`config.mk`:
```
export PLATFORM = sky130hd
export DESIGN_NAME = i2c_target_stall
export DESIGN_NICKNAME = d
export VERILOG_FILES = /design/src/rtl/i2ct_pkg.sv /design/src/rtl/i2ct_line_sync.sv /design/src/rtl/i2ct_evt_regs.sv /design/src/rtl/i2ct_fsm.sv /design/src/rtl/i2c_target_stall.sv
export SDC_FILE = /design/constraint.sdc
export NUM_CORES = 1
export LEC_CHECK = 0
export BUFFER_PORTS_ARGS = -buffer_cell sky130_fd_sc_hd__buf_2
export CORE_MARGIN = 4
export CORE_UTILIZATION = 56
export DETAILED_ROUTE_END_ITERATION = 8
export GPL_ROUTABILITY_DRIVEN = 0
export MAX_ROUTING_LAYER = met4
export PLACE_DENSITY = 0.83
export SKIP_LAST_GASP = 1
export SYNTH_ARGS = -nofsm -noshare
export SYNTH_HDL_FRONTEND = slang
export SYNTH_SLANG_ARGS = --single-unit
export TNS_END_PERCENT = 50
```
`constraint.sdc`:
```
create_clock -name clk -period 2.7 [get_ports clk]
set_clock_uncertainty 0.05 [all_clocks]
set_input_delay 0.27 -clock clk [delete_from_list [all_inputs] [get_ports clk]]
set_output_delay 0.27 -clock clk [all_outputs]
set_load 0.01 [all_outputs]
```
`src/rtl/i2ct_pkg.sv`:
```
package i2ct_pkg;
    localparam int BYTE_W      = 8;
    localparam int CMD_W       = 16;
    localparam int CMD_STALL   = 0;
    localparam int CMD_ACK     = 3;
    localparam int CMD_CLR     = 6;
    localparam int CMD_TXD_LSB = 8;
    localparam int CNT_W       = $clog2(BYTE_W + 1);

    typedef enum logic [3:0] {
        S_IDLE, S_ADDR, S_ADDR_ACK, S_STALL,
        S_RX, S_RX_ACK, S_TX, S_TX_ACK, S_WAIT
    } tgt_state_e;
endpackage

```
`src/rtl/i2ct_line_sync.sv`:
```
module i2ct_line_sync #(
    parameter int STAGES = 2
) (
    input  logic clk,
    input  logic rst_n,
    input  logic scl_i,
    input  logic sda_i,
    output logic sda_s,
    output logic scl_rise,
    output logic scl_fall,
    output logic start_det,
    output logic stop_det
);
    logic [STAGES-1:0] scl_pipe, sda_pipe;
    logic scl_d, sda_d, scl_s;

    always_ff @(posedge clk or negedge rst_n) begin
        if (!rst_n) begin
            scl_pipe <= '1;
            sda_pipe <= '1;
            scl_d    <= 1'b1;
            sda_d    <= 1'b1;
        end else begin
            scl_pipe <= {scl_pipe[STAGES-2:0], scl_i};
            sda_pipe <= {sda_pipe[STAGES-2:0], sda_i};
            scl_d    <= scl_pipe[STAGES-1];
            sda_d    <= sda_pipe[STAGES-1];
        end
    end

    always_comb begin
        scl_s     = scl_pipe[STAGES-1];
        sda_s     = sda_pipe[STAGES-1];
        scl_rise  = scl_s & ~scl_d;
        scl_fall  = ~scl_s & scl_d;
        start_det = scl_s & scl_d & sda_d & ~sda_s;
        stop_det  = scl_s & scl_d & ~sda_d & sda_s;
    end
endmodule

```
`src/rtl/i2ct_evt_regs.sv`:
```
module i2ct_evt_regs
    import i2ct_pkg::*;
(
    input  logic              clk,
    input  logic              rst_n,
    input  logic              cmd_wr,
    input  logic [CMD_W-1:0]  cmd_word,
    input  logic              ev_cmd,
    input  logic              ev_data,
    input  logic              ev_stop,
    input  logic              ev_read,
    input  logic              ev_ack,
    input  logic [BYTE_W-1:0] ev_rx,
    output logic              stall_en,
    output logic              ack_en,
    output logic [BYTE_W-1:0] tx_byte,
    output logic              evt_cmd,
    output logic              evt_data,
    output logic              stat_stop,
    output logic              stat_read,
    output logic              stat_ack,
    output logic [BYTE_W-1:0] rx_byte
);
    always_ff @(posedge clk or negedge rst_n) begin
        if (!rst_n) begin
            stall_en  <= 1'b0;
            ack_en    <= 1'b0;
            tx_byte   <= '0;
            evt_cmd   <= 1'b0;
            evt_data  <= 1'b0;
            stat_stop <= 1'b0;
            stat_read <= 1'b0;
            stat_ack  <= 1'b0;
            rx_byte   <= '0;
        end else begin
            if (cmd_wr) begin
                stall_en <= cmd_word[CMD_STALL];
                ack_en   <= cmd_word[CMD_ACK];
                if (cmd_word[CMD_CLR]) begin
                    evt_cmd  <= 1'b0;
                    evt_data <= 1'b0;
                    tx_byte  <= cmd_word[CMD_TXD_LSB +: BYTE_W];
                end
            end
            if (ev_cmd) begin
                evt_cmd   <= 1'b1;
                stat_stop <= ev_stop;
                stat_read <= ev_read;
                stat_ack  <= 1'b0;
            end
            if (ev_data) begin
                evt_data  <= 1'b1;
                stat_stop <= 1'b0;
                stat_read <= ev_read;
                stat_ack  <= ev_ack;
                if (!ev_read) rx_byte <= ev_rx;
            end
        end
    end

    // an address event and a byte event never arrive together
    assert_single_event_R2: assert property (@(posedge clk) disable iff (!rst_n)
        $onehot0({ev_cmd, ev_data}));
endmodule

```
`src/rtl/i2ct_fsm.sv`:
```
module i2ct_fsm
    import i2ct_pkg::*;
(
    input  logic              clk,
    input  logic              rst_n,
    input  logic              scl_rise,
    input  logic              scl_fall,
    input  logic              start_det,
    input  logic              stop_det,
    input  logic              sda_s,
    input  logic [BYTE_W-1:0] own_addr,
    input  logic              evt_pend,
    input  logic              stall_en,
    input  logic              ack_en,
    input  logic [BYTE_W-1:0] tx_byte,
    output logic              scl_oe,
    output logic              sda_oe,
    output logic              ev_cmd,
    output logic              ev_data,
    output logic              ev_stop,
    output logic              ev_read,
    output logic              ev_ack,
    output logic [BYTE_W-1:0] ev_rx
);
    localparam logic [CNT_W-1:0] LAST_CNT = CNT_W'(BYTE_W);
    localparam logic [CNT_W-1:0] TX_LAST  = CNT_W'(BYTE_W - 1);

    tgt_state_e        state, nxt;
    logic [BYTE_W-1:0] shreg;
    logic [CNT_W-1:0]  bitcnt;
    logic              sda_q, dir_rd, active, host_ack;
    logic              addr_hit, go, done_addr, rx_done, tx_acked, quiet;

    always_comb begin
        quiet     = !start_det && !stop_det;
        addr_hit  = (own_addr != '0) && (shreg[BYTE_W-1:1] == own_addr[BYTE_W-1:1]);
        go        = !(evt_pend && stall_en);
        done_addr = quiet && state == S_ADDR && scl_fall && bitcnt == LAST_CNT;
        rx_done   = quiet && state == S_RX && scl_fall && bitcnt == LAST_CNT;
        tx_acked  = quiet && state == S_TX_ACK && scl_rise;
    end

    always_ff @(posedge clk or negedge rst_n) begin
        if (!rst_n) state <= S_IDLE;
        else        state <= nxt;
    end

    always_comb begin
        nxt = state;
        if (start_det)     nxt = S_ADDR;
        else if (stop_det) nxt = S_IDLE;
        else begin
            unique case (state)
                S_IDLE, S_WAIT: nxt = state;
                S_ADDR:     if (scl_fall && bitcnt == LAST_CNT) nxt = addr_hit ? S_ADDR_ACK : S_WAIT;
                S_ADDR_ACK: if (scl_fall) nxt = S_STALL;
                S_STALL:    if (go) nxt = dir_rd ? S_TX : S_RX;
                S_RX:       if (scl_fall && bitcnt == LAST_CNT) nxt = S_RX_ACK;
                S_RX_ACK:   if (scl_fall) nxt = S_STALL;
                S_TX:       if (scl_fall && bitcnt == TX_LAST) nxt = S_TX_ACK;
                S_TX_ACK:   if (scl_fall) nxt = host_ack ? S_STALL : S_WAIT;
                default:    nxt = S_IDLE;
            endcase
        end
    end

    always_ff @(posedge clk or negedge rst_n) begin
        if (!rst_n) begin
            shreg    <= '0;
            bitcnt   <= '0;
            sda_q    <= 1'b0;
            dir_rd   <= 1'b0;
            active   <= 1'b0;
            host_ack <= 1'b0;
        end else if (start_det) begin
            bitcnt <= '0;
            sda_q  <= 1'b0;
        end else if (stop_det) begin
            bitcnt <= '0;
            sda_q  <= 1'b0;
            active <= 1'b0;
        end else begin
            unique case (state)
                S_ADDR, S_RX: begin
                    if (scl_rise) begin
                        shreg  <= {shreg[BYTE_W-2:0], sda_s};
                        bitcnt <= bitcnt + 1'b1;
                    end
                    if (scl_fall && bitcnt == LAST_CNT) begin
                        if (state == S_ADDR) begin
                            sda_q  <= addr_hit;
                            dir_rd <= shreg[0];
                            active <= addr_hit;
                        end else begin
                            sda_q <= ack_en;
                        end
                    end
                end
                S_ADDR_ACK, S_RX_ACK: if (scl_fall) begin
                    sda_q  <= 1'b0;
                    bitcnt <= '0;
                end
                S_STALL: if (go) begin
                    bitcnt <= '0;
                    if (dir_rd) begin
                        shreg <= tx_byte;
                        sda_q <= ~tx_byte[BYTE_W-1];
                    end
                end
                S_TX: if (scl_fall) begin
                    sda_q  <= (bitcnt == TX_LAST) ? 1'b0 : ~shreg[BYTE_W-2];
                    shreg  <= {shreg[BYTE_W-2:0], 1'b0};
                    bitcnt <= bitcnt + 1'b1;
                end
                S_TX_ACK: if (scl_rise) host_ack <= ~sda_s;
                default: ;
            endcase
        end
    end

    always_comb begin
        scl_oe  = (state == S_STALL);
        sda_oe  = sda_q;
        ev_stop = stop_det && active;
        ev_cmd  = (done_addr && addr_hit) || ev_stop;
        ev_data = rx_done || tx_acked;
        ev_read = ev_stop ? 1'b0 : (done_addr ? shreg[0] : tx_acked);
        ev_ack  = tx_acked && !sda_s;
        ev_rx   = shreg;
    end

    // the byte ACK drive follows the ACK-enable bit held when the byte completed
    assert_ack_choice_R6: assert property (@(posedge clk) disable iff (!rst_n)
        ($past(state) == S_RX && state == S_RX_ACK) |-> (sda_q == $past(ack_en)));
    // a START or STOP always leaves SDA released on the next cycle
    assert_release_on_cond_R10: assert property (@(posedge clk) disable iff (!rst_n)
        $past(start_det || stop_det) |-> !sda_q);
    // an address ACK phase is never entered while matching is disabled
    assert_no_match_disabled_R3: assert property (@(posedge clk) disable iff (!rst_n)
        ($past(state) == S_ADDR && state == S_ADDR_ACK) |-> ($past(own_addr) != '0));
    // while ignoring the bus, neither line is pulled
    assert_quiet_wait_R8: assert property (@(posedge clk) disable iff (!rst_n)
        (state == S_WAIT) |-> (!sda_q && !scl_oe));
endmodule

```
`src/rtl/i2c_target_stall.sv`:
```
module i2c_target_stall
    import i2ct_pkg::*;
#(
    parameter int SYNC_STAGES = 2
) (
    input  logic              clk,
    input  logic              rst_n,
    input  logic              scl_i,
    input  logic              sda_i,
    output logic              scl_drive_low,
    output logic              sda_drive_low,
    input  logic [BYTE_W-1:0] own_addr,
    input  logic              cmd_wr,
    input  logic [CMD_W-1:0]  cmd_word,
    output logic              evt_cmd,
    output logic              evt_data,
    output logic              stat_stop,
    output logic              stat_read,
    output logic              stat_ack,
    output logic [BYTE_W-1:0] rx_byte
);
    logic sda_s, scl_rise, scl_fall, start_det, stop_det;
    logic stall_en, ack_en;
    logic [BYTE_W-1:0] tx_byte, ev_rx;
    logic ev_cmd, ev_data, ev_stop, ev_read, ev_ack;

    i2ct_line_sync #(.STAGES(SYNC_STAGES)) u_sync (
        .clk(clk), .rst_n(rst_n), .scl_i(scl_i), .sda_i(sda_i),
        .sda_s(sda_s), .scl_rise(scl_rise), .scl_fall(scl_fall),
        .start_det(start_det), .stop_det(stop_det));

    i2ct_fsm u_fsm (
        .clk(clk), .rst_n(rst_n), .scl_rise(scl_rise), .scl_fall(scl_fall),
        .start_det(start_det), .stop_det(stop_det), .sda_s(sda_s),
        .own_addr(own_addr), .evt_pend(evt_cmd | evt_data),
        .stall_en(stall_en), .ack_en(ack_en), .tx_byte(tx_byte),
        .scl_oe(scl_drive_low), .sda_oe(sda_drive_low),
        .ev_cmd(ev_cmd), .ev_data(ev_data), .ev_stop(ev_stop),
        .ev_read(ev_read), .ev_ack(ev_ack), .ev_rx(ev_rx));

    i2ct_evt_regs u_regs (
        .clk(clk), .rst_n(rst_n), .cmd_wr(cmd_wr), .cmd_word(cmd_word),
        .ev_cmd(ev_cmd), .ev_data(ev_data), .ev_stop(ev_stop),
        .ev_read(ev_read), .ev_ack(ev_ack), .ev_rx(ev_rx),
        .stall_en(stall_en), .ack_en(ack_en), .tx_byte(tx_byte),
        .evt_cmd(evt_cmd), .evt_data(evt_data), .stat_stop(stat_stop),
        .stat_read(stat_read), .stat_ack(stat_ack), .rx_byte(rx_byte));

    // SCL is held beyond one cycle only while an event was pending
    assert_stretch_needs_event_R4: assert property (@(posedge clk) disable iff (!rst_n)
        (scl_drive_low && $past(scl_drive_low)) |-> $past(evt_cmd || evt_data));
    // SCL is held beyond one cycle only while stalling is enabled
    assert_stretch_needs_enable_R11: assert property (@(posedge clk) disable iff (!rst_n)
        (scl_drive_low && $past(scl_drive_low)) |-> $past(stall_en));
endmodule

```
=== Word-level counts from Yosys, hierarchy flattened ===
Cells that the tools add are included.
Widths: inputs -> output; s select.

* Add/sub/neg operators: 1
* Multipliers: 0
* Divide/modulo/power cells: 0
* $lt $le $gt $ge: 0
* Equal/unequal tests: 26
* Shift operators: 0
* Multiplexer cells: 50
* Bitwise operators: 17
* Reduce and logical (&&, ||, !) cells: 47

{| class="wikitable"
|+ Operator list
! operator !! number
|-
| $mux 4 || 16
|-
| $mux 8 || 4
|-
| $ne 4x1->1 const B || 8
|-
| $pmux 4 s7 || 1
|-
| $mux 1 || 25
|-
| $pmux 8 s3 || 1
|-
| $eq 4x3->1 const B || 5
|-
| $logic_and 1x1->1 || 16
|-
| $pmux 4 s4 || 1
|-
| $reduce_bool 2->1 || 8
|-
| $reduce_and 7->1 || 2
|-
| $reduce_and 5->1 || 2
|-
| $not 1->1 || 9
|-
| $eq 4x2->1 const B || 2
|-
| $eq 4x4->1 const B || 2
|-
| $ne 4x2->1 const B || 2
|-
| $reduce_and 2->1 || 4
|-
| $reduce_and 4->1 || 2
|-
| $reduce_bool 8->1 || 1
|-
| $and 1x1->1 || 7
|-
| $eq 7x7->1 || 1
|-
| $ne 2x1->1 const B || 3
|-
| $reduce_and 6->1 || 1
|-
| $reduce_bool 6->1 || 1
|-
| 12 further kinds || 17
|}

* Bits in registers: 49
* Bits in latches: 0
* Memory bits (writable): 0
* Memory bits (read-only): 0
* Bits of input ports: 29
* Output and inout port bits: 15
* Word-level logic and storage cells: 161
* Memories: 0

=== Depth between registers and ports, before layout ===
* Depth in word-level cells: 12
* Gate-level depth with buffers: 8
* Mapped depth without buffers: 8

=== Hierarchy ===
From an unflattened synthesis, not the netlist that was laid out.

* Cells, all modules: 240
* Area total of the unflattened synthesis: 2690.1 sq um

{| class="wikitable"
|+ Modules (own cells, without submodules)
! module !! instances !! cells an instance !! area an instance (sq um) !! seq. area each (sq um)
|-
| i2ct_fsm || 1 || 178 || 1590.3 || 500.5
|-
| i2ct_evt_regs || 1 || 51 || 903.4 || 575.6
|-
| i2ct_line_sync || 1 || 10 || 190.2 || 157.7
|-
| i2c_target_stall || 1 || 1 || 6.3 || 0.0
|}

=== Worst setup path after synthesis ===
Ideal clock, no wire load.

* Kind: register to register
* Start point: reg u_fsm.bitcnt[0]
* End point: reg u_fsm.state[1]
* Setup time: 0.073 ns
* Data arrival time: 1.809 ns
* Required time: 2.577 ns
* Slack: 0.768 ns
* Stages on the path, launching flop included: 9
* Path buffers: 0
* Clock period less this slack: 1.932 ns
* Cells stage by stage: dfrtp_1 > inv_1 > ha_1 > and4bb_1 > a21oi_2 > a221oi_4 > o311ai_1 > a211o_1 > a21oi_2

* Word-level cells in the longest chain between the ends: 4
* Elaborated cells between the ends (all ways): 8
* Those cells by class: eq/ne (5); reduce/logical (3)

{| class="wikitable"
|+ Ends and longest elaborated chain
! what !! RTL line !! text
|-
| start, declared || i2ct_fsm.sv:30 || <nowiki>logic [CNT_W-1:0] bitcnt;</nowiki>
|-
| start signal, assigned || i2ct_fsm.sv:87 || <nowiki>bitcnt <= bitcnt + 1'b1;</nowiki>
|-
| start signal, assigned || i2ct_fsm.sv:113 || <nowiki>bitcnt <= bitcnt + 1'b1;</nowiki>
|-
| $eq 4x4->1 / $eq 4x3->1 (equally long branches) || i2ct_fsm.sv:55, i2ct_fsm.sv:58, i2ct_fsm.sv:60 ||
|-
| $logic_and 1x1->1, on equally long branches || i2ct_fsm.sv:55, i2ct_fsm.sv:58, i2ct_fsm.sv:60 ||
|-
| $ne 4x2->1 (no line) / $ne 4x1->1 (equally long branches) || n/a ||
|-
| $reduce_and 7->1 (no line) (*) || n/a ||
|-
| end signal, assigned || i2ct_fsm.sv:45 || <nowiki>else state <= nxt;</nowiki>
|-
| end, declared || i2ct_fsm.sv:28 || <nowiki>tgt_state_e state, nxt;</nowiki>
|}

Mark *: on every way between the ends. The rest lies on a longest branch, timed or not.
A chain may end at the register's enable or synchronous reset.

=== Worst setup path after layout ===
* Start point: reg u_fsm.state[2]
* End point: reg u_fsm.shreg[3] (netlist: u_fsm.ev_rx[3])

* Word-level cells in the longest chain between the ends: 4
* Elaborated cells between the ends (all ways): 12
* Those cells by class: eq/ne (8); mux (1); reduce/logical (3)

{| class="wikitable"
|+ Ends and longest elaborated chain
! what !! RTL line !! text
|-
| $eq 4x1->1 / $eq 4x3->1 (equally long branches) || i2ct_fsm.sv:83 || <nowiki>unique case (state)</nowiki>
|-
| $reduce_or 2->1 || i2ct_fsm.sv:83 ||
|-
| $ne 2x1->1 (no line) / $reduce_bool 3->1 (equally long branches) || n/a ||
|-
| $reduce_and 7->1 (no line) || n/a ||
|-
| end signal, assigned || i2ct_fsm.sv:86 || <nowiki>shreg <= {shreg[BYTE_W-2:0], sda_s};</nowiki>
|-
| end signal, assigned || i2ct_fsm.sv:106 || <nowiki>shreg <= tx_byte;</nowiki>
|-
| end signal, assigned || i2ct_fsm.sv:112 || <nowiki>shreg <= {shreg[BYTE_W-2:0], 1'b0};</nowiki>
|-
| end, declared || i2ct_fsm.sv:29 || <nowiki>logic [BYTE_W-1:0] shreg;</nowiki>
|}

Several ways; a longest one is shown, not always the timed one.

==> qor.yml <==
synth:
  yosys.area_share.simple: 0.164
  synth_compound_area_frac: 0.146
  yosys_warnings: 0
  syn_area_sq_um: 2530
  synth.most_common_cell: "dfrtp_1"
  synth-edff-count: 0
  ys.flop_type: "dfrtp_1"
  muxShareOfSynthArea: 0.123
  synth_top_area_share: 0.425
  yosysSeqAreaShare: 0.487
  synth_fp_nets: 266
  synth_commonest_cells: "43 x dfrtp_1, 21 x nand2_1, 18 x mux2_2"
  syn_inst: 235
  synthDistinctLibCells: 55
  yosys_register_bits: 49
  yosysTopAreaCell: "dfrtp_1"
  synthAdderAreaFrac: 0.00988
  synth.area.top_cells: "dfrtp_1 42%, mux2_2 8.0%, dfstp_2 6.2%, mux2i_1 4.3%, nand2_1 3.1%"
  synthArstFlopShare: 1.00
  synth_xor_area_frac: 0.0380
  synth_top_family_by_area: "simple AND/OR/NAND/NOR gates"
  syn_area_per_cell_sq_um: 10.8
layout:
  area_growth_syn_to_layout_pct: 13.9
  nets: 309
  drive_above_1_share: 0.294
  seq_area_sq_um: 1230
  instances_no_fill: 331
  multi_input_area_sq_um: 1220
  finish.utilization: 0.663
  antennaDiodeCount: 0
  fillers: 333
floorplan:
  initial_core_util: 0.582
  ios: 44
  die_y_microns: 75.3
  die_w_microns: 75.3
  rows: 24
  core_sq_um: 4350
  die_area_sq_um: 5660
sta:
  fin_crit_ps: 2300
  worstMarginPinSlew_ps: 789
  finalCritPeriodShare: 0.851
  hold_viol: 0
  slew_headroom: 0.469
  setup-tns-final_ps: 0
  setup_viol: 0
  slew_viol_final: 0
  grt_setup_unrepaired: "no"
  layout_setup_ws_ps: 401
  clock.fmax_mhz: 435
clock_network:
  cts_setup_buffers: 0
  clock_path_buffers: 2
  cts_tree: "yes"
  numCtsBuffers: 5
  clk_latency_ps: 310
  cts_root_buf: "clkbuf_8"
  cts.sinks: 49
  cts.clk_slew.worst_paths_ps: 100
  cts_max_level: 2
placed_design:
  hpwl_microns: 3910
  pre_cts_ws_ps: 421
  dp_cells: 320
  io_buffers: 38
worst_setup_path:
  required_ps: 2890
  crit_arrival_ps: 2490
  path_cells: "xnor2_1 > or3_1 > nor3_4 > nor2_1 > a21oi_1"
  worstPathMaxFanout: 21
  cp_slowest_cell: "dfrtp_1"
  path_class: "reg -> reg"
  worst_path_largest_cell_delay_ps: 810
  startpoint_type: "flip-flop"
  end_kind: "flip-flop"
route:
  ant_nets: 0
  drt_iter0_drc: 135
  drc_errors: 0
  vias_per_cell: 5.76
  first_pass_iters: 4
  num_vias: 1908
  routed_wl_microns: 5260
  wl_per_cell_microns: 15.9
power:
  vdd_ir_drop_max_mv: 0.401
  leakagePower_nw: 1.33
  powerDensity_nw_per_um2: 553
run_status:
  status: "finished clean"
grt:
  grt-ovfl-total: 0
  first_global_vias: 1846
  grt_antenna_before_repair: 0
  grt_first_pass_wirelength_microns: 8960
  grt_max_degree: 29
  track_usage: 0.218
min_path:
  hp-class: "in -> reg"
job:
  drv_cap: 0
==> where the power goes <==
part / switching (mW) / total [mW] / internal [mW] / leakage, nW
Sequential: 0.0929 / 0.913 / 0.821 / 0.605
Clock: 0.260 / 0.449 / 0.189 / 0.0423
Combinational: 0.113 / 0.234 / 0.121 / 0.683
Total: 0.467 / 1.60 / 1.13 / 1.33
==> cells by family (layout without fill, tap and decap cells) <==
logic type                 Yosys count  count (layout)
and+or+nand+nor                     76              76
muxes                               29              29
adders and majority gates            2               2
buffers and inverters               16              60
AOI/OAI and AO/OA                   52              52
xor gates and xnor gates            11              11
DFF                                 49              49
==> per-stage QoR <==
stage / hold slack, ps / area (sq um) / power [mW]
final: 135 / 2890 / 1.60
after global routing: 124 / 2890 / 1.69
after CTS: 0.0626 / 2870 / 1.61
after global placement: 275 / 2760 / 1.15
after floorplan: -75.6 / 2530 / 1.06
after detailed placement: 273 / 2760 / 1.16
==> placed cells by master, fill, tap and decap left out, types with 2 or more instances in the layout <==
master	count
dfrtp_1	43
buf_2	38
nand2_1	21
mux2_2	18
nor2_1	13
a21oi_1	11
mux2i_1	11
inv_1	8
o21ai_0	8
xor2_1	8
nand3_1	7
o21ai_1	6
nor2b_1	6
dfstp_2	6
clkbuf_8	5
a21o_1	4
nand2b_1	4
a211o_1	4
nor3_1	3
nor4_1	3
xnor2_1	3
dlygate4sd3_1	3
buf_4	3
and2b_1	2
a211oi_1	2
and2_1	2
a21oi_2	2
and3_1	2
a31oi_1	2
ha_1	2
clkinvlp_4	2
==> sequential cells by signal, indices dropped and copies added, names as in the netlist <==
name,cells
u_fsm.active,1
u_fsm.bitcnt,4
u_fsm.dir_rd,1
u_fsm.ev_rx,8
u_fsm.host_ack,1
u_fsm.sda_oe,1
u_fsm.state,4
u_regs.ack_en,1
u_regs.evt_cmd,1
u_regs.evt_data,1
u_regs.rx_byte,8
u_regs.stall_en,1
u_regs.stat_ack,1
u_regs.stat_read,1
u_regs.stat_stop,1
u_regs.tx_byte,8
u_sync.scl_d,1
u_sync.scl_pipe,2
u_sync.sda_d,1
u_sync.sda_pipe,2
==> worst paths after layout <==
path	startpoint	endpoint	slack, ps	depth (start not counted)
setup / recovery	u_fsm.state[2]	u_fsm.ev_rx[3]	400	5
hold / removal	cmd_word[12]	u_regs.tx_byte[4]	130	2
setup reg to reg	u_fsm.state[2]	u_fsm.ev_rx[3]	400	5
hold reg to reg	u_sync.sda_pipe[0]	u_sync.sda_pipe[1]	310	0
max in group asynchronous	rst_n	u_sync.scl_pipe[0]	1460	3
min in group asynchronous	rst_n	u_regs.evt_cmd	450	2
==> critical path, delay by kind of cell, from the launching register on <==
| family | cells | cell delay (ps) |
|---|---|---|
| compound gates | 1 | 140 |
| flops | 1 | 810 |
| simple gates | 3 | 1060 |
| xor+xnor | 1 | 190 |
==> area by class of cell <==
type	instances	area share
Inverter	8	0.0104
Sequential cell	49	0.428
Clock inverter	3	0.00911
Tap cell	52	0.0225
Timing Repair Buffer	44	0.0841
Multi-Input combinational cell	170	0.422
Clock buffer	5	0.0239
==> what timing repair did <==
item,4_1_cts,5_1_grt
endpoints found under the setup margin,0,0
resized for setup,0,0
endpoints found under the hold margin,24,2
hold buffers,1,2
==> per-layer routing <==
metal / track usage / wire, microns / vias to the layer above
met5: - / 0 / -
met4: 0.0874 / 97 / 0
met3: 0.0441 / 244 / 10
met2: 0.340 / 2570 / 54
met1: 0.280 / 2340 / 922
li1: - / - / 922
(Power assumes the default switching activity.)
